File: src/rtl/dma_seq_pkg.sv
package dma_seq_pkg;
   typedef enum logic [1:0] {
      ST_IDLE  = 2'd0,
      ST_RUN   = 2'd1,
      ST_STALL = 2'd2,
      ST_FETCH = 2'd3
   } seq_state_e;

   localparam int DESC_WORDS = 4;
   localparam int DW_SRC = 0;
   localparam int DW_DST = 1;
   localparam int DW_CTL = 2;
   localparam int DW_NXT = 3;
endpackage

File: src/rtl/dma_seq_ctrl.sv
module dma_seq_ctrl
   import dma_seq_pkg::*;
#(
   parameter int NW = DESC_WORDS,
   localparam int IW = $clog2(NW)
) (
   input  logic          clk,
   input  logic          rst_n,
   input  logic          ch_en,
   input  logic          buf_done,
   input  logic          resume,
   input  logic          auto_mode,
   input  logic          unmask,
   input  logic          need_fetch,
   input  logic          next_zero,
   input  logic          ack,
   output seq_state_e    state,
   output logic [IW-1:0] idx,
   output logic          apply,
   output logic          use_desc,
   output logic          cap_run,
   output logic          done
);
   localparam logic [IW-1:0] LAST = IW'(NW - 1);

   logic boundary, finish, want_stall, go;

   assign boundary   = (state == ST_RUN) && buf_done && !ch_en;
   assign finish     = !auto_mode && next_zero;
   assign want_stall = auto_mode && unmask;
   assign cap_run    = boundary && !finish;
   assign go         = (boundary && !finish && !want_stall) ||
                       ((state == ST_STALL) && resume && !ch_en);
   assign use_desc   = (state == ST_FETCH);
   assign apply      = (go && !need_fetch) ||
                       ((state == ST_FETCH) && ack && (idx == LAST) && !ch_en);

   always_ff @(posedge clk or negedge rst_n) begin
      if (!rst_n) begin
         state <= ST_IDLE;
         idx   <= '0;
         done  <= 1'b0;
      end else if (ch_en) begin
         state <= ST_RUN;
         idx   <= '0;
         done  <= 1'b0;
      end else begin
         unique case (state)
            ST_RUN: begin
               if (boundary && finish) begin
                  state <= ST_IDLE;
                  done  <= 1'b1;
               end else if (boundary && want_stall) begin
                  state <= ST_STALL;
               end else if (go && need_fetch) begin
                  state <= ST_FETCH;
                  idx   <= '0;
               end
            end
            ST_STALL: begin
               if (go) begin
                  state <= need_fetch ? ST_FETCH : ST_RUN;
                  idx   <= '0;
               end
            end
            ST_FETCH: begin
               if (ack) begin
                  if (idx == LAST) state <= ST_RUN;
                  else             idx   <= idx + 1'b1;
               end
            end
            default: ;
         endcase
      end
   end
endmodule

File: src/rtl/dma_seq_desc_buf.sv
module dma_seq_desc_buf #(
   parameter int AW = 16,
   parameter int NW = 4,
   localparam int IW = $clog2(NW)
) (
   input  logic                 clk,
   input  logic                 rst_n,
   input  logic                 ack,
   input  logic                 active,
   input  logic [IW-1:0]        idx,
   input  logic [AW-1:0]        data,
   output logic [NW-1:0][AW-1:0] words
);
   for (genvar w = 0; w < NW; w++) begin : g_word
      logic [AW-1:0] q;
      logic          hit;
      assign hit = active && ack && (idx == IW'(w));
      always_ff @(posedge clk or negedge rst_n) begin
         if (!rst_n)   q <= '0;
         else if (hit) q <= data;
      end
      assign words[w] = hit ? data : q;
   end
endmodule

File: src/rtl/dma_seq_addr_pick.sv
module dma_seq_addr_pick #(
   parameter int AW = 16
) (
   input  logic          desc_off,
   input  logic          replay,
   input  logic [AW-1:0] shadow,
   input  logic [AW-1:0] running,
   input  logic [AW-1:0] from_desc,
   output logic [AW-1:0] pick
);
   always_comb begin
      if (!desc_off)   pick = from_desc;
      else if (replay) pick = shadow;
      else             pick = running;
   end
endmodule

File: src/rtl/dma_buf_seq.sv
module dma_buf_seq
   import dma_seq_pkg::*;
#(
   parameter int AW = 16,
   parameter int SW = 8,
   parameter int CW = 8
) (
   input  logic          clk,
   input  logic          rst_n,
   input  logic          ch_en_i,
   input  logic [AW-1:0] sw_saddr_i,
   input  logic [AW-1:0] sw_daddr_i,
   input  logic [SW-1:0] sw_size_i,
   input  logic [CW-1:0] sw_ctrl_i,
   input  logic [AW-1:0] sw_next_i,
   input  logic          mode_auto_i,
   input  logic          mode_src_rep_i,
   input  logic          mode_dst_rep_i,
   input  logic          mode_src_dis_i,
   input  logic          mode_dst_dis_i,
   input  logic          irq_unmask_i,
   input  logic          resume_i,
   input  logic          buf_done_i,
   input  logic [AW-1:0] src_run_i,
   input  logic [AW-1:0] dst_run_i,
   output logic          fetch_req_o,
   output logic [AW-1:0] fetch_addr_o,
   input  logic          fetch_ack_i,
   input  logic [AW-1:0] fetch_data_i,
   output logic [AW-1:0] saddr_o,
   output logic [AW-1:0] daddr_o,
   output logic [SW-1:0] size_o,
   output logic [CW-1:0] ctrl_o,
   output logic [AW-1:0] next_o,
   output logic          busy_o,
   output logic          stall_o,
   output logic          done_o
);
   localparam int IW = $clog2(DESC_WORDS);

   if (SW + CW > AW) begin : g_bad_ctl_width
      $error("size and control fields must fit one descriptor word");
   end
   if (AW < IW + 3) begin : g_bad_addr_width
      $error("address width too small for descriptor offsets");
   end

   seq_state_e                  state;
   logic [IW-1:0]               idx;
   logic                        apply, use_desc, cap_run, need_fetch;
   logic [DESC_WORDS-1:0][AW-1:0] dw;

   logic [AW-1:0] next_q, sh_saddr, sh_daddr, run_s_q, run_d_q;
   logic [SW-1:0] size_q, sh_size;
   logic [CW-1:0] ctrl_q, sh_ctrl;
   logic [1:0][AW-1:0] side_q, side_sh, side_run, side_desc, side_new;
   logic [1:0]         side_off, side_rep;

   assign need_fetch = !(mode_src_dis_i && mode_dst_dis_i);

   dma_seq_ctrl #(.NW(DESC_WORDS)) u_ctrl (
      .clk(clk), .rst_n(rst_n), .ch_en(ch_en_i), .buf_done(buf_done_i),
      .resume(resume_i), .auto_mode(mode_auto_i), .unmask(irq_unmask_i),
      .need_fetch(need_fetch), .next_zero(next_q == '0), .ack(fetch_ack_i),
      .state(state), .idx(idx), .apply(apply), .use_desc(use_desc),
      .cap_run(cap_run), .done(done_o)
   );

   dma_seq_desc_buf #(.AW(AW), .NW(DESC_WORDS)) u_desc (
      .clk(clk), .rst_n(rst_n), .ack(fetch_ack_i), .active(use_desc),
      .idx(idx), .data(fetch_data_i), .words(dw)
   );

   assign side_off  = {mode_dst_dis_i, mode_src_dis_i};
   assign side_rep  = {mode_dst_rep_i, mode_src_rep_i};
   assign side_sh   = {sh_daddr, sh_saddr};
   assign side_run  = {cap_run ? dst_run_i : run_d_q, cap_run ? src_run_i : run_s_q};
   assign side_desc = {dw[DW_DST], dw[DW_SRC]};

   for (genvar s = 0; s < 2; s++) begin : g_side
      dma_seq_addr_pick #(.AW(AW)) u_pick (
         .desc_off(side_off[s]), .replay(side_rep[s]), .shadow(side_sh[s]),
         .running(side_run[s]), .from_desc(side_desc[s]), .pick(side_new[s])
      );
      always_ff @(posedge clk or negedge rst_n) begin
         if (!rst_n)       side_q[s] <= '0;
         else if (ch_en_i) side_q[s] <= (s == 0) ? sw_saddr_i : sw_daddr_i;
         else if (apply)   side_q[s] <= side_new[s];
      end
   end

   always_ff @(posedge clk or negedge rst_n) begin
      if (!rst_n) begin
         size_q   <= '0;
         ctrl_q   <= '0;
         next_q   <= '0;
         sh_saddr <= '0;
         sh_daddr <= '0;
         sh_size  <= '0;
         sh_ctrl  <= '0;
         run_s_q  <= '0;
         run_d_q  <= '0;
      end else if (ch_en_i) begin
         size_q   <= sw_size_i;
         ctrl_q   <= sw_ctrl_i;
         next_q   <= sw_next_i;
         sh_saddr <= sw_saddr_i;
         sh_daddr <= sw_daddr_i;
         sh_size  <= sw_size_i;
         sh_ctrl  <= sw_ctrl_i;
      end else begin
         if (cap_run) begin
            run_s_q <= src_run_i;
            run_d_q <= dst_run_i;
         end
         if (apply) begin
            size_q <= (mode_auto_i || !use_desc) ? sh_size : dw[DW_CTL][SW-1:0];
            ctrl_q <= use_desc ? dw[DW_CTL][SW +: CW] : sh_ctrl;
            next_q <= use_desc ? dw[DW_NXT] : next_q;
         end
      end
   end

   assign fetch_req_o  = (state == ST_FETCH);
   assign fetch_addr_o = next_q + AW'({idx, 2'b00});
   assign saddr_o      = side_q[0];
   assign daddr_o      = side_q[1];
   assign size_o       = size_q;
   assign ctrl_o       = ctrl_q;
   assign next_o       = next_q;
   assign busy_o       = (state != ST_IDLE);
   assign stall_o      = (state == ST_STALL);
endmodule

File: config.mk
export PLATFORM = sky130hd
export DESIGN_NAME = dma_buf_seq
export DESIGN_NICKNAME = d
export VERILOG_FILES = /design/src/rtl/dma_seq_pkg.sv /design/src/rtl/dma_seq_ctrl.sv /design/src/rtl/dma_seq_desc_buf.sv /design/src/rtl/dma_seq_addr_pick.sv /design/src/rtl/dma_buf_seq.sv
export SDC_FILE = /design/constraint.sdc
export NUM_CORES = 1
export LEC_CHECK = 0
export ABC_AREA = 1
export BUFFER_PORTS_ARGS = -buffer_cell sky130_fd_sc_hd__buf_2
export CAP_MARGIN = 10
export CELL_PAD_IN_SITES_DETAIL_PLACEMENT = 1
export CELL_PAD_IN_SITES_GLOBAL_PLACEMENT = 1
export CORE_MARGIN = 2
export CORE_UTILIZATION = 42
export CTS_BUF_LIST = sky130_fd_sc_hd__clkbuf_4 sky130_fd_sc_hd__clkbuf_8
export CTS_CLUSTER_SIZE = 25
export DETAILED_ROUTE_END_ITERATION = 16
export MAX_ROUTING_LAYER = met4
export PLACE_DENSITY_LB_ADDON = 0.1
export SLEW_MARGIN = 5
export SYNTH_ARGS = -nofsm -noshare
export SYNTH_HDL_FRONTEND = slang
export SYNTH_SLANG_ARGS = --single-unit
File: constraint.sdc
create_clock -name clk -period 2.2 [get_ports clk]
set_clock_uncertainty 0.05 [all_clocks]
set_input_delay 0 -clock clk [delete_from_list [all_inputs] [get_ports clk]]
set_output_delay 0 -clock clk [all_outputs]
set_load 0.05 [all_outputs]
# Word level (Yosys, flattened, before mapping)

Cells that the tools add are included.

Output and inout port bits: 84
Bits in registers: 213
Input port bits: 124

Reductions and logical operators: 40
$add $sub $neg: 2
Mux-type cells: 43
Equality and inequality tests: 14

Operators with widths:

| operator                                              | number |
|---|---|
| 2-to-1 mux 16 bit                                     | 17 |
| 2-to-1 mux 8 bit                                      | 6 |
| 2-to-1 mux 2 bit                                      | 15 |
| logical AND 1 bit                                     | 19 |
| adder 16 x 4 -> 16 bit                                | 1 |
| logical NOT 16 bit                                    | 1 |
| inequality test 3 bit, second input constant          | 5 |
| one-hot mux 2 bit (3 select lines)                    | 2 |
| nonzero test 2 bit                                    | 5 |
| equality test 2 bit, second input constant            | 4 |
| AND reduction 7 bit                                   | 1 |
| logical NOT 1 bit                                     | 6 |
| inequality test 3 x 2 -> 1 bit, second input constant | 2 |
| inequality test 5 bit, second input constant          | 1 |
| AND reduction 5 bit                                   | 1 |
| equality test 2 x 1 -> 1 bit, second input constant   | 2 |
| AND reduction 2 bit                                   | 2 |
| nonzero test 4 bit                                    | 1 |
| logical OR 1 bit                                      | 3 |
| 2-to-1 mux 1 bit                                      | 3 |
| adder 2 x 1 -> 2 bit, second input constant           | 1 |
| logical NOT 2 bit                                     | 1 |

# Logic depth before layout (Yosys ltp)

Gate-level depths: netlist of run 1.

Word-level depth: 12
Depth in mapped cells: 12
Gate-level depth less buffers: 11

# Hierarchy

From an unflattened synthesis of run 1, not the netlist that was laid out.

Cell total of the unflattened synthesis: 1401
Area total of the unflattened synthesis: 10644.0 µm²

By module, submodules not included:

| module            | cells an instance | seq. area each (µm²) | area each (µm²) | instances |
|---|---|---|---|---|
| dma_buf_seq       | 818               | 3603.5               | 6611.3          | 1 |
| dma_seq_desc_buf  | 283               | 1601.5               | 2591.2          | 1 |
| dma_seq_addr_pick | 120               | 0.0                  | 504.2           | 2 |
| dma_seq_ctrl      | 60                | 125.1                | 432.9           | 1 |

# Worst setup path after synthesis of run 1

OpenSTA, ideal clock, no wires.

Path kind: reg2out
From: register next_q[3], in the netlist next_o[3]
To: output port fetch_addr_o[13]
Data arrival time: 2515 ps
Stages on the path, launching flop included: 7
Setup slack: -365 ps
Path through: dfrtp_1 > ha_1 > a21o_1 > nand3_1 > nor4_1 > nand3_1 > xor2_1

Cells in the longest elaborated chain, start to end: 1

RTL lines:

| item                   | RTL line           | RTL |
|---|---|---|
| from (decl)            | dma_buf_seq.sv:53  | `logic [AW-1:0] next_q, sh_saddr, sh_daddr, run_s_q, run_d_q;` |
| from (signal assigned) | dma_buf_seq.sv:106 | `next_q <= sw_next_i;` |
| from (signal assigned) | dma_buf_seq.sv:119 | `next_q <= use_desc ? dw[DW_NXT] : next_q;` |
| adder 16 x 4 -> 16 bit | dma_buf_seq.sv:125 | `assign fetch_addr_o = next_q + AW'({idx, 2'b00});` |
| to (decl)              | dma_buf_seq.sv:27  | `output logic [AW-1:0] fetch_addr_o,` |

No other way between the ends.

# Final worst setup path of run 1

From: register next_q[2], in the netlist next_o[2]
To: output port fetch_addr_o[12]

The elaborated chain is that of the path after synthesis.

==> summary.txt, run 1 <==
Global route
  – GRT overflow: 0
  – First-pass GRT wire length: 57.62 mm
  – Largest net degree at the start of global routing: 63
  – Initial antenna violation count: 0
  – Vias in the first global route: approximately 11000
  – GRT Total Usage: 0.3120

Pwr
  – Flop pwr share: 0.386
  – VDD IR-drop max: 0.4447 mV
  – PD cells: 987.9 nW/um^2
  – Leak: 7.124 nW
  – P_sw: 5.114 mW
  – Final Power: 13.69 mW
  – Combinational group share of total power: 0.323
  – Share of total power in the clock network: 0.291
  – Sw Ratio: 0.3736
  – Internal power: between 8 and 9 mW

Detailed routing
  – DR iter-0 viols: approximately 500
  – DRT Pass-1 Iters: 5
  – DRC Markers: 0
  – Routed WL: around 37 mm
  – Post-route ant nets: 0
  – DR WL/cell: between 15 and 20 um
  – Via count: ~9900
  – Drt via density: ~5.2

Floorplan
  – Die width: about 160 um
  – Die height: 157.5 um
  – Initial core utilization: 0.4253
  – Ports: 208
  – CORE AREA: between 20000 and 25000 um^2
  – Num rows: 56
  – Full die area: approximately 25000 um^2

Timing
  – Final setup margin: -141.7 ps
  – Clock period minus final worst setup slack: approximately 2300 ps
  – Fmax: 0.4270 GHz
  – Final setup TNS: -740.0 ps
  – Endpoints failing hold: 0
  – Max-slew headroom: 0.5960
  – Crit share post-route: 1.064
  – RSZ-0062 raised after global routing: yes
  – Measured slew at the worst slew-check pin: approximately 600 ps
  – Final setup fails: 9
  – Final Slew Violations: 0

Synthesis
  – Synth cell types: 31
  – Total nets after synthesis: 1346
  – Seq/Total Area, Yosys: 0.5388
  – #FFs+latches synth: ~210
  – Syn avg cell area: a little over 8 um^2
  – Syn Inst Count: about 1200
  – Synth Warn #: 0
  – Cell Area, Synth: 9893 um^2

Clocking
  – Clk pin slew, worst setup/hold paths: 60 ps
  – CTS tree: done
  – Sinks on Clock Net: approximately 210
  – CTS root buf: clkbuf_8
  – Clk Latency, worst-skew pair: about 530 ps
  – H-tree Lvls: 2
  – CTS Buffer Depth: 3
  – TritonCTS buffer count: 39

Setup path
  – FF-to-FF setup slack: around 110 ps
  – Startpoint Class: register
  – Reg2reg path depth: 11
  – Reg2reg start: next_o[6]
  – WS Path Type: register to output pin
  – Cell Chain, Critical Path: ha_1 > fa_2 > nand2_2 > nor3_4 > nand2_2 > nor3_4 > xor2_2 > buf_6
  – CP delay by family, top: simple AND/OR/NAND/NOR gates
  – Crit end category: output pin
  – Crit path buf inv count: 1
  – Critical Path Max Stage Delay: approximately 380 ps
  – Slowest cell on crit path: dfrtp_2
  – Crit Path Max Fanout: 4
  – Arrival time worst endpoint: 2290 ps
  – Worst r2r dst: ctrl_o[4]
  – Worst setup startpoint: next_o[2]
  – Critical Path RT: roughly 2200 ps

Placed design
  – Routability Congestion: 0.8598
  – Final HPWL DP: 22.45 mm
  – Cells after DPL: ~1700
  – Post-Place Setup Slack: 104.0 ps
  – Port bufs: 207

Run status
  – Failing checks: negative setup slack
  – Status: finished, violations left

Hold path
  – Hold endpoint: u_ctrl.state[0]
  – Hold Path Origin: irq_unmask_i
  – Hold path cells: 4
  – Worst min path class: input pin to register

Finish
  – # diodes: 0
  – Area grow syn2layout: 40.07%
  – Layout cells sized above 1: 0.2247
  – NumNets Final: 1700
  – Cell Count, Final, Fillers Out: between 1500 and 2000

Run
  – Max Cap Viol: 0
==> per-stage QoR <==
step           area (um^2)  hold WS (ps)    util
2_1_floorplan         9970        -345.6       -
3_3_place_gp         11500        -69.03  0.4945
3_5_place_dp         11500        -56.75  0.4945
4_1_cts              13700         27.75  0.5890
5_1_grt              13860         36.77  0.5957
6_report             13860         49.31  0.5957
==> worst max path at each step <==
stage,endpoint,slack [ps],depth (start not counted)
finish,fetch_addr_o[12],-140,8
global route,fetch_addr_o[12],-240,8
CTS,fetch_addr_o[13],-240,7
detailed placement,saddr_o[7],100,9
global placement,saddr_o[7],160,9
floorplan,fetch_addr_o[12],30,7
==> metal layers <==
metal | track usage | up-vias | share of wire
met1 | 0.3874 | 4937 | 0.43
met5 | - | - | 0
met3 | 0.04213 | 82 | 0.042
li1 | - | 4613 | -
met4 | 0.1182 | 0 | 0.035
met2 | 0.5211 | 303 | 0.50
==> cell usage after synthesis, drive strengths merged <==
library cell	count	area [um^2]
nor3b	1	18.77
o221ai	2	17.52
buf	20	105.1
a21boi	33	247.7
o22ai	6	37.54
nand4	1	6.260
a21oi	67	335.3
nor4	1	6.260
xor2	11	96.34
nand2	429	1623
ha	6	75.07
mux2i	14	140.1
clkinv	1	3.750
or2	1	6.260
nand3	83	415.4
clkbuf	48	180.2
fa	1	20.02
a21o	1	7.510
dfrtp	213	5330
inv	78	292.8
nor3	3	15.01
nor2	56	217.7
o21ai	139	695.7
==> registers in the layout (all words and copies together), names as in the netlist <==
signal           flops
u_ctrl.idx           2
run_d_q             16
saddr_o             16
sh_saddr            16
next_o              16
u_ctrl.done          1
run_s_q             16
sh_ctrl              8
sh_size              8
ctrl_o               8
size_o               8
u_ctrl.state         2
daddr_o             16
u_desc.g_word.q     64
sh_daddr            16
==> worst reg2reg max path: cells and delay by family (launching register included) <==
| kind | cells | cell delay, ps |
|---|---|---|
| and+or+nand+nor | 8 | 1050 |
| DFF | 1 | 380 |
| buffers and inverters | 2 | 450 |
| AOI/OAI and AO/OA | 1 | 80 |
==> area by class of cell <==
type / instances / area, um^2
Fill cell: 2785 / 9405
Sequential cell: 213 / 5334
Multi-Input combinational cell: 855 / 4175
Timing Repair Buffer: 381 / 2831
Clock buffer: 62 / 803.3
Tap cell: 319 / 399.1
Inverter: 79 / 299.0
Clock inverter: 3 / 15.01
==> power groups by stage <==
stage | clock (mW) | combinational [mW] | sequential [mW]
final | 3.98 | 4.42 | 5.29
after global routing | 4.20 | 4.88 | 5.37
after CTS | 4.03 | 4.32 | 5.27
after detailed placement | 0 | 4.08 | 5.34
after global placement | 0 | 3.93 | 5.29
after floorplan | 0 | 2.08 | 6.02
==> repair_timing <==
action	in CTS	in global routing
setup buffers	4	4
resized for setup	26	35
endpoints found under the setup margin	10	58
cloned	0	1
endpoints found under the hold margin	399	0
pin swaps	9	10
hold buffers	125	0
==> cell usage in the layout, fill, tap and decap left out, types with 3 or more instances in the layout <==
master / n
nor2_1: 50
a21oi_1: 67
o22ai_1: 6
nand2_2: 4
nand3_1: 80
o21ai_0: 118
a21boi_1: 10
a21boi_0: 23
dfrtp_2: 3
clkbuf_4: 8
xor2_2: 5
dfrtp_1: 210
buf_12: 5
clkbuf_8: 54
xor2_1: 4
inv_1: 76
mux2i_1: 14
buf_4: 42
dlygate4sd3_1: 125
ha_1: 5
buf_2: 194
nor2_2: 4
nand3_2: 3
clkinv_2: 3
buf_6: 11
nand2_1: 422
o21ai_1: 21
buf_8: 3
==> kinds of logic (layout without fill, tap and decap cells) <==
| family | Yosys count | in the layout | share of synthesized area |
|---|---|---|---|
| compound gates | 248 | 248 | 0.1356 |
| xor+xnor | 11 | 11 | 0.009738 |
| fa+ha+maj | 7 | 7 | 0.009612 |
| buf+inv | 147 | 525 | 0.05881 |
| flops | 213 | 213 | 0.5388 |
| mux | 14 | 14 | 0.01416 |
| simple gates | 575 | 575 | 0.2333 |
(Power assumes the default switching activity.)
==> inputs of run 2 (changes only) <==
--- a/config.mk
+++ b/config.mk
@@ -8,15 +8,13 @@
 export ABC_AREA = 1
 export BUFFER_PORTS_ARGS = -buffer_cell sky130_fd_sc_hd__buf_2
 export CAP_MARGIN = 10
-export CELL_PAD_IN_SITES_DETAIL_PLACEMENT = 1
-export CELL_PAD_IN_SITES_GLOBAL_PLACEMENT = 1
 export CORE_MARGIN = 2
-export CORE_UTILIZATION = 42
+export CORE_UTILIZATION = 57
 export CTS_BUF_LIST = sky130_fd_sc_hd__clkbuf_4 sky130_fd_sc_hd__clkbuf_8
 export CTS_CLUSTER_SIZE = 25
 export DETAILED_ROUTE_END_ITERATION = 16
-export MAX_ROUTING_LAYER = met4
-export PLACE_DENSITY_LB_ADDON = 0.1
+export PLACE_DENSITY = 0.83
+export SKIP_LAST_GASP = 1
 export SLEW_MARGIN = 5
 export SYNTH_ARGS = -nofsm -noshare
 export SYNTH_HDL_FRONTEND = slang
==> run 2 against run 1 <==
  * The flow finishes with violations (negative hold slack, negative setup slack)
  * Critical path depth unchanged
  * Utilization increased by 20 points
  * Final cell count is 5.4% lower
  * Power fell by 2.4%
  * Die area shrank 26%
  * Count of clock-buffer cells in the layout decreased by 2
  * Combinational power fell by 1%
  * Routed wire length decreased by 10%
  * First-iteration DRC count grew 100%
  * Global-route usage rose by 4.6 points
  * Flip-flop and latch count is the same
  * Setup slack worse by 74 ps
==> summary.txt, run 2 (synthesis results as in run 1) <==
Finish
  – NumNets Final: 1692 (-0.47%)
  – Max reg flops: 64 (unchanged)
  – Number of fill cells: 1076 (-61%)
  – Multi-input logic area: 4183 um^2 (+0.18%)
  – FF/Latch Area: 5334 um^2 (unchanged)
  – # diodes: 0 (unchanged)
  – Largest Register: u_desc.g_word.q
  – Most common cell after layout, fill and taps aside: nand2_1
  – Most frequent cells in the layout: 421 x nand2_1, 210 x dfrtp_1, 194 x buf_2
  – Cell Count, Final, Fillers Out: 1808 (-5.4%)
  – Area grow syn2layout: 37.54%
  – Layout cells sized above 1: 0.2262 (+0.001420)

Setup path
  – CP delay by family, top: buffers and inverters
  – Reg2reg start: next_o[6]
  – Crit end category: output pin
  – Cell Chain, Critical Path: ha_4 > a21o_1 > nand3_2 > buf_4 > buf_4 > nor2_1 > xor2_1 > buf_4
  – WS Path Type: register to output pin
  – Critical Path Max Stage Delay: 430 ps (+50 ps)
  – Crit Path Max Fanout: 2 (-2)
  – FF-to-FF setup slack: 40 ps (-70 ps)
  – Critical Path RT: 2150 ps (about the same)
  – Slowest cell on crit path: dfrtp_2
  – CP dominant cell by count: buf_4
  – Worst r2r dst: daddr_o[5]
  – Arrival time worst endpoint: 2370 ps (+80 ps)
  – Startpoint Class: register
  – Crit path buf inv count: 3 (+2)
  – Reg2reg path depth: 10 (-1)

Global route
  – GRT overflow: 0 (unchanged)
  – Largest net degree at the start of global routing: 98 (+56%)
  – First-pass GRT wire length: 50.90 mm (-12%)
  – Initial antenna violation count: 0 (unchanged)
  – GRT Total Usage: 0.3582 (+0.04622)
  – Vias in the first global route: 10230 (-3.5%)

Placed design
  – Post-Place Setup Slack: 58.86 ps (-45.17 ps)
  – Port bufs: 207 (unchanged)
  – Routability Congestion: 0.9055 (+5.3%)
  – Final HPWL DP: 19.12 mm (-15%)
  – Cells after DPL: 1616 (-5.7%)

Clocking
  – CTS root buf: clkbuf_8
  – Sinks on Clock Net: 213 (unchanged)
  – Clk pin slew, worst setup/hold paths: 70 ps (about the same)
  – TritonCTS buffer count: 37 (-5.1%)
  – H-tree Lvls: 2 (unchanged)
  – CTS Buffer Depth: 3 (unchanged)
  – Clk Latency, worst-skew pair: 530 ps (about the same)
  – CTS tree: done

Timing
  – Max-slew headroom: 0.5201 (-0.07585)
  – Fmax: 0.4140 GHz (-3.0%)
  – Final setup fails: 7 (-2)
  – Final setup margin: -215.3 ps (-73.57 ps)
  – Crit share post-route: 1.098 (+0.03344)
  – Hold Slack: -16.41 ps (-65.72 ps)
  – Clock period minus final worst setup slack: 2415 ps (+73.57 ps)
  – Final Slew Violations: 0 (unchanged)
  – Measured slew at the worst slew-check pin: 719.8 ps (+116.0 ps)
  – RSZ-0062 raised after global routing: yes
  – Endpoints failing hold: 7 (+7)

Hold path
  – Worst min path class: input pin to async pin

Run status
  – Status: finished, violations left
  – Failing checks: negative hold slack, negative setup slack

Floorplan
  – Full die area: 18430 um^2 (-26%)
  – Die height: 135.7 um (-14%)
  – Ports: 208 (unchanged)
  – CORE AREA: 17120 um^2 (-26%)
  – Num rows: 48 (-14%)
  – Initial core utilization: 0.5780 (+0.1527)
  – Die width: 135.7 um (-14%)

Detailed routing
  – DR WL/cell: 18.47 um (-5.3%)
  – Via count: 10235 (+3.0%)
  – Post-route ant nets: 0 (unchanged)
  – DRC Markers: 0 (unchanged)
  – Drt via density: 5.661 (+8.9%)
  – DRT Pass-1 Iters: 5 (unchanged)
  – DR iter-0 viols: 996 (+100%)
  – Routed WL: 33.40 mm (-10%)

Pwr
  – Final Power: 13.36 mW (-2.4%)
  – PD cells: 982.1 nW/um^2 (-0.58%)
  – VDD IR-drop max: 0.6978 mV (+57%)
  – Leak: 7.056 nW (-0.96%)

Run
  – Max Cap Viol: 0 (unchanged)
==> run 2: where the power goes <==
group | switching, mW | leakage (nW) | internal, mW
registers | 0.389 | 2.67 | 4.90
clock network | 1.60 | 0.395 | 2.10
logic | 3.00 | 3.99 | 1.37
==> run 2: area by class of cell <==
type                    count  area share
repair buffers            375      0.2029
flip-flops and latches    213      0.3920
inverters                  79     0.02216
multi-input cells         855      0.3074
well taps                 225     0.02069
clock inverters             1   0.0005517
clock buffers              60     0.05425
==> run 2: worst max path at each step <==
stage	start	end	slack, ps	cells after the start
3_3_place_gp	u_ctrl.idx[1]	fetch_addr_o[15]	150	7
5_1_grt	u_ctrl.idx[1]	fetch_addr_o[9]	-260	8
3_5_place_dp	u_ctrl.state[1]	size_o[5]	60	10
4_1_cts	u_ctrl.idx[1]	fetch_addr_o[15]	-190	7
6_report	u_ctrl.idx[1]	fetch_addr_o[9]	-220	8
2_1_floorplan	next_o[2]	fetch_addr_o[12]	30	7
==> run 2: repair_timing <==
action                                  4_1_cts  5_1_grt
hold buffers                                118        0
resized for setup                            24       31
buffers inserted                              6        6
gates cloned                                  0        1
endpoints found under the setup margin        9       58
hold endpoints to repair                    418        0
pin swaps                                     7        5
==> run 2: per-stage QoR <==
stage / cell area (um^2) / TNS, ps / util / hold slack [ps]
floorplan: 9970 / 0 / - / -345.6
global placement: 11370 / 0 / 0.6645 / 7.120
detailed placement: 11370 / 0 / 0.6645 / 0.7079
CTS: 13440 / -653.4 / 0.7852 / 19.39
global route: 13610 / -1594 / 0.7950 / 75.45
finish: 13610 / -729.0 / 0.7950 / -16.41
==> run 2: metal layers <==
metal  global-route usage  wire length (um)  vias to the layer above  share of wire
li1                     -                 -                     4600              -
met1               0.4427             12390                     4834           0.37
met2               0.5878             16070                      657           0.48
met3              0.07295              3157                      144          0.095
met4               0.2060              1782                        0          0.053
met5                    0                 0                        -              0
==> inputs of run 3 (changes only) <==
--- a/config.mk
+++ b/config.mk
@@ -13,7 +13,8 @@
 export CTS_BUF_LIST = sky130_fd_sc_hd__clkbuf_4 sky130_fd_sc_hd__clkbuf_8
 export CTS_CLUSTER_SIZE = 25
 export DETAILED_ROUTE_END_ITERATION = 16
-export PLACE_DENSITY = 0.83
+export HOLD_SLACK_MARGIN = 0.12
+export PLACE_DENSITY_LB_ADDON = 0.25
 export SKIP_LAST_GASP = 1
 export SLEW_MARGIN = 5
 export SYNTH_ARGS = -nofsm -noshare
==> run 3 against run 2 <==
  * The flow finishes with violations (negative setup slack)
  * Hold slack better by 230 ps
  * Combinational power up 5.7%
  * Utilization up 5.4 points
  * Largest power group unchanged
  * Maximum frequency up 2.2%
==> summary.txt, run 3 (synthesis results as in run 1) <==
Finish
  – Final core utilization: 0.8485 (+0.05358)
  – Most frequent cells in the layout: 421 x nand2_1, 210 x dfrtp_1, 202 x dlygate4sd3_1
  – Most common cell after layout, fill and taps aside: nand2_1
  – Area grow syn2layout: 46.81%
  – Largest Register: u_desc.g_word.q
  – Max reg flops: 64 (unchanged)
  – NumNets Final: 1775 (+4.9%)
  – Layout cells sized above 1: 0.2157 (-0.01045)

Floorplan
  – Die height: 135.7 um (unchanged)
  – CORE AREA: 17120 um^2 (unchanged)
  – Die width: 135.7 um (unchanged)
  – Initial core utilization: 0.5780 (unchanged)
  – Num rows: 48 (unchanged)
  – Ports: 208 (unchanged)
  – Full die area: 18430 um^2 (unchanged)

Placed design
  – Routability Congestion: 0.8505 (-6.1%)
  – Final HPWL DP: 18.84 mm (-1.5%)
  – Port bufs: 207 (unchanged)

Timing
  – Clock period minus final worst setup slack: 2364 ps (-51.05 ps)
  – Hold Slack: 215.5 ps (+231.9 ps)
  – Max-slew headroom: 0.5803 (+0.06017)
  – Fmax: 0.4230 GHz (+2.2%)
  – Final Slew Violations: 0 (unchanged)
  – Final setup fails: 7 (unchanged)
  – Final setup TNS: -736.7 ps (-7.780 ps)
  – Endpoints failing hold: 0 (-7)
  – Measured slew at the worst slew-check pin: 628.9 ps (-90.95 ps)
  – RSZ-0062 raised after global routing: yes
  – Final setup margin: -164.2 ps (+51.05 ps)
  – Crit share post-route: 1.075 (-0.02321)

Setup path
  – Arrival time worst endpoint: 2310 ps (-60 ps)
  – Critical Path RT: 2150 ps (about the same)
  – Crit end category: output pin
  – Startpoint Class: register
  – Crit Path Max Fanout: 3 (+1)
  – WS Path Type: register to output pin

Pwr
  – VDD IR-drop max: 0.6092 mV (-13%)
  – PD cells: 947.3 nW/um^2 (-3.5%)
  – Final Power: 13.76 mW (+3.0%)
  – Leak: 7.410 nW (+5.0%)

Clocking
  – Clk pin slew, worst setup/hold paths: 60 ps (about the same)
  – Clk Latency, worst-skew pair: 530 ps (about the same)
  – TritonCTS buffer count: 37 (unchanged)
  – CTS root buf: clkbuf_8
  – H-tree Lvls: 2 (unchanged)
  – CTS tree: done
  – Sinks on Clock Net: 213 (unchanged)
  – CTS Buffer Depth: 3 (unchanged)

Run
  – Max Cap Viol: 0 (unchanged)

Global route
  – GRT overflow: 0 (unchanged)
  – First-pass GRT wire length: 54.86 mm (+7.8%)
  – GRT Total Usage: 0.3869 (+0.02863)
  – Largest net degree at the start of global routing: 68 (-31%)
  – Initial antenna violation count: 2 (+2)
  – Vias in the first global route: 10745 (+5.0%)

Detailed routing
  – Via count: 10760 (+5.1%)
  – Routed WL: 36.41 mm (+9.0%)
  – Drt via density: 5.675 (+0.25%)
  – Post-route ant nets: 0 (unchanged)
  – DRT Pass-1 Iters: 8 (+3)
  – DR WL/cell: 19.21 um (+4.0%)
  – DRC Markers: 0 (unchanged)
  – DR iter-0 viols: 1092 (+9.6%)

Run status
  – Failing checks: negative setup slack
  – Status: finished, violations left

Hold path
  – Worst min path class: input pin to register
run 3: cell count changes in the layout (fill, tap and decap cells not counted), sizes merged:
cell	change
clkinvlp	+1
dlygate4sd3	+84
diode	+2
buf	-2
clkbuf	+1
clkinv	+3
inv	-1
run 3: through the flow:
stage                     area, um^2  instances  worst slack [ps]
after detailed placement       11390       1615             89.39
after CTS                      14330       1886            -190.2
after floorplan                 9970       1215             33.90
final                          14520       1896            -164.2
after global placement         11390       1615             156.1
after global routing           14520       1896            -226.6
run 3: critical path, cell delays in order (launching register included):
cell,delay [ps]
dfrtp_2,430
ha_4,270
a21o_1,170
nand3_2,120
nor4_4,270
buf_4,190
xor2_2,150
buf_6,180
run 3: power breakdown:
group	switching (mW)	leakage, nW	internal [mW]	total [mW]
registers	0.397	2.67	4.90	5.30
clock network	1.65	0.414	2.19	3.84
logic	3.11	4.33	1.51	4.62
run 3: per-layer routing:
| layer | up-vias | track usage | share of wire |
|---|---|---|---|
| met3 | 152 | 0.08343 | 0.10 |
| li1 | 4775 | - | - |
| met4 | 0 | 0.2025 | 0.048 |
| met2 | 780 | 0.6439 | 0.49 |
| met5 | - | 0 | 0 |
| met1 | 5053 | 0.4756 | 0.36 |
run 3: final cells by class:
| cell class | count | area (um^2) |
|---|---|---|
| Antenna cell | 2 | 5.005 |
| Clock buffer | 60 | 763.2 |
| Clock inverter | 4 | 25.02 |
| Fill cell | 942 | 2592 |
| Inverter | 79 | 297.8 |
| Multi-Input combinational cell | 855 | 4178 |
| Sequential cell | 213 | 5334 |
| Tap cell | 225 | 281.5 |
| Timing Repair Buffer | 458 | 3640 |
run 3: path summary, 6_finish.rpt:
kind / start / to / slack [ps] / depth (start not counted)
max in group asynchronous: rst_n / ctrl_o[0] / 790 / 4
max reg2reg: next_o[6] / daddr_o[13] / 10 / 12
max: u_ctrl.idx[1] / fetch_addr_o[11] / -160 / 7
min in group asynchronous: rst_n / next_o[5] / 520 / 3
min: sw_saddr_i[8] / sh_saddr[8] / 220 / 4
min reg2reg: run_s_q[14] / run_s_q[14] / 410 / 2
run 3: what timing repair did:
item	4_1_cts	5_1_grt
gates resized for setup	23	26
setup endpoints to repair	9	67
cloned	0	2
buffers inserted	5	6
hold endpoints to repair	426	0
hold buffers	202	0
pin swaps	6	9
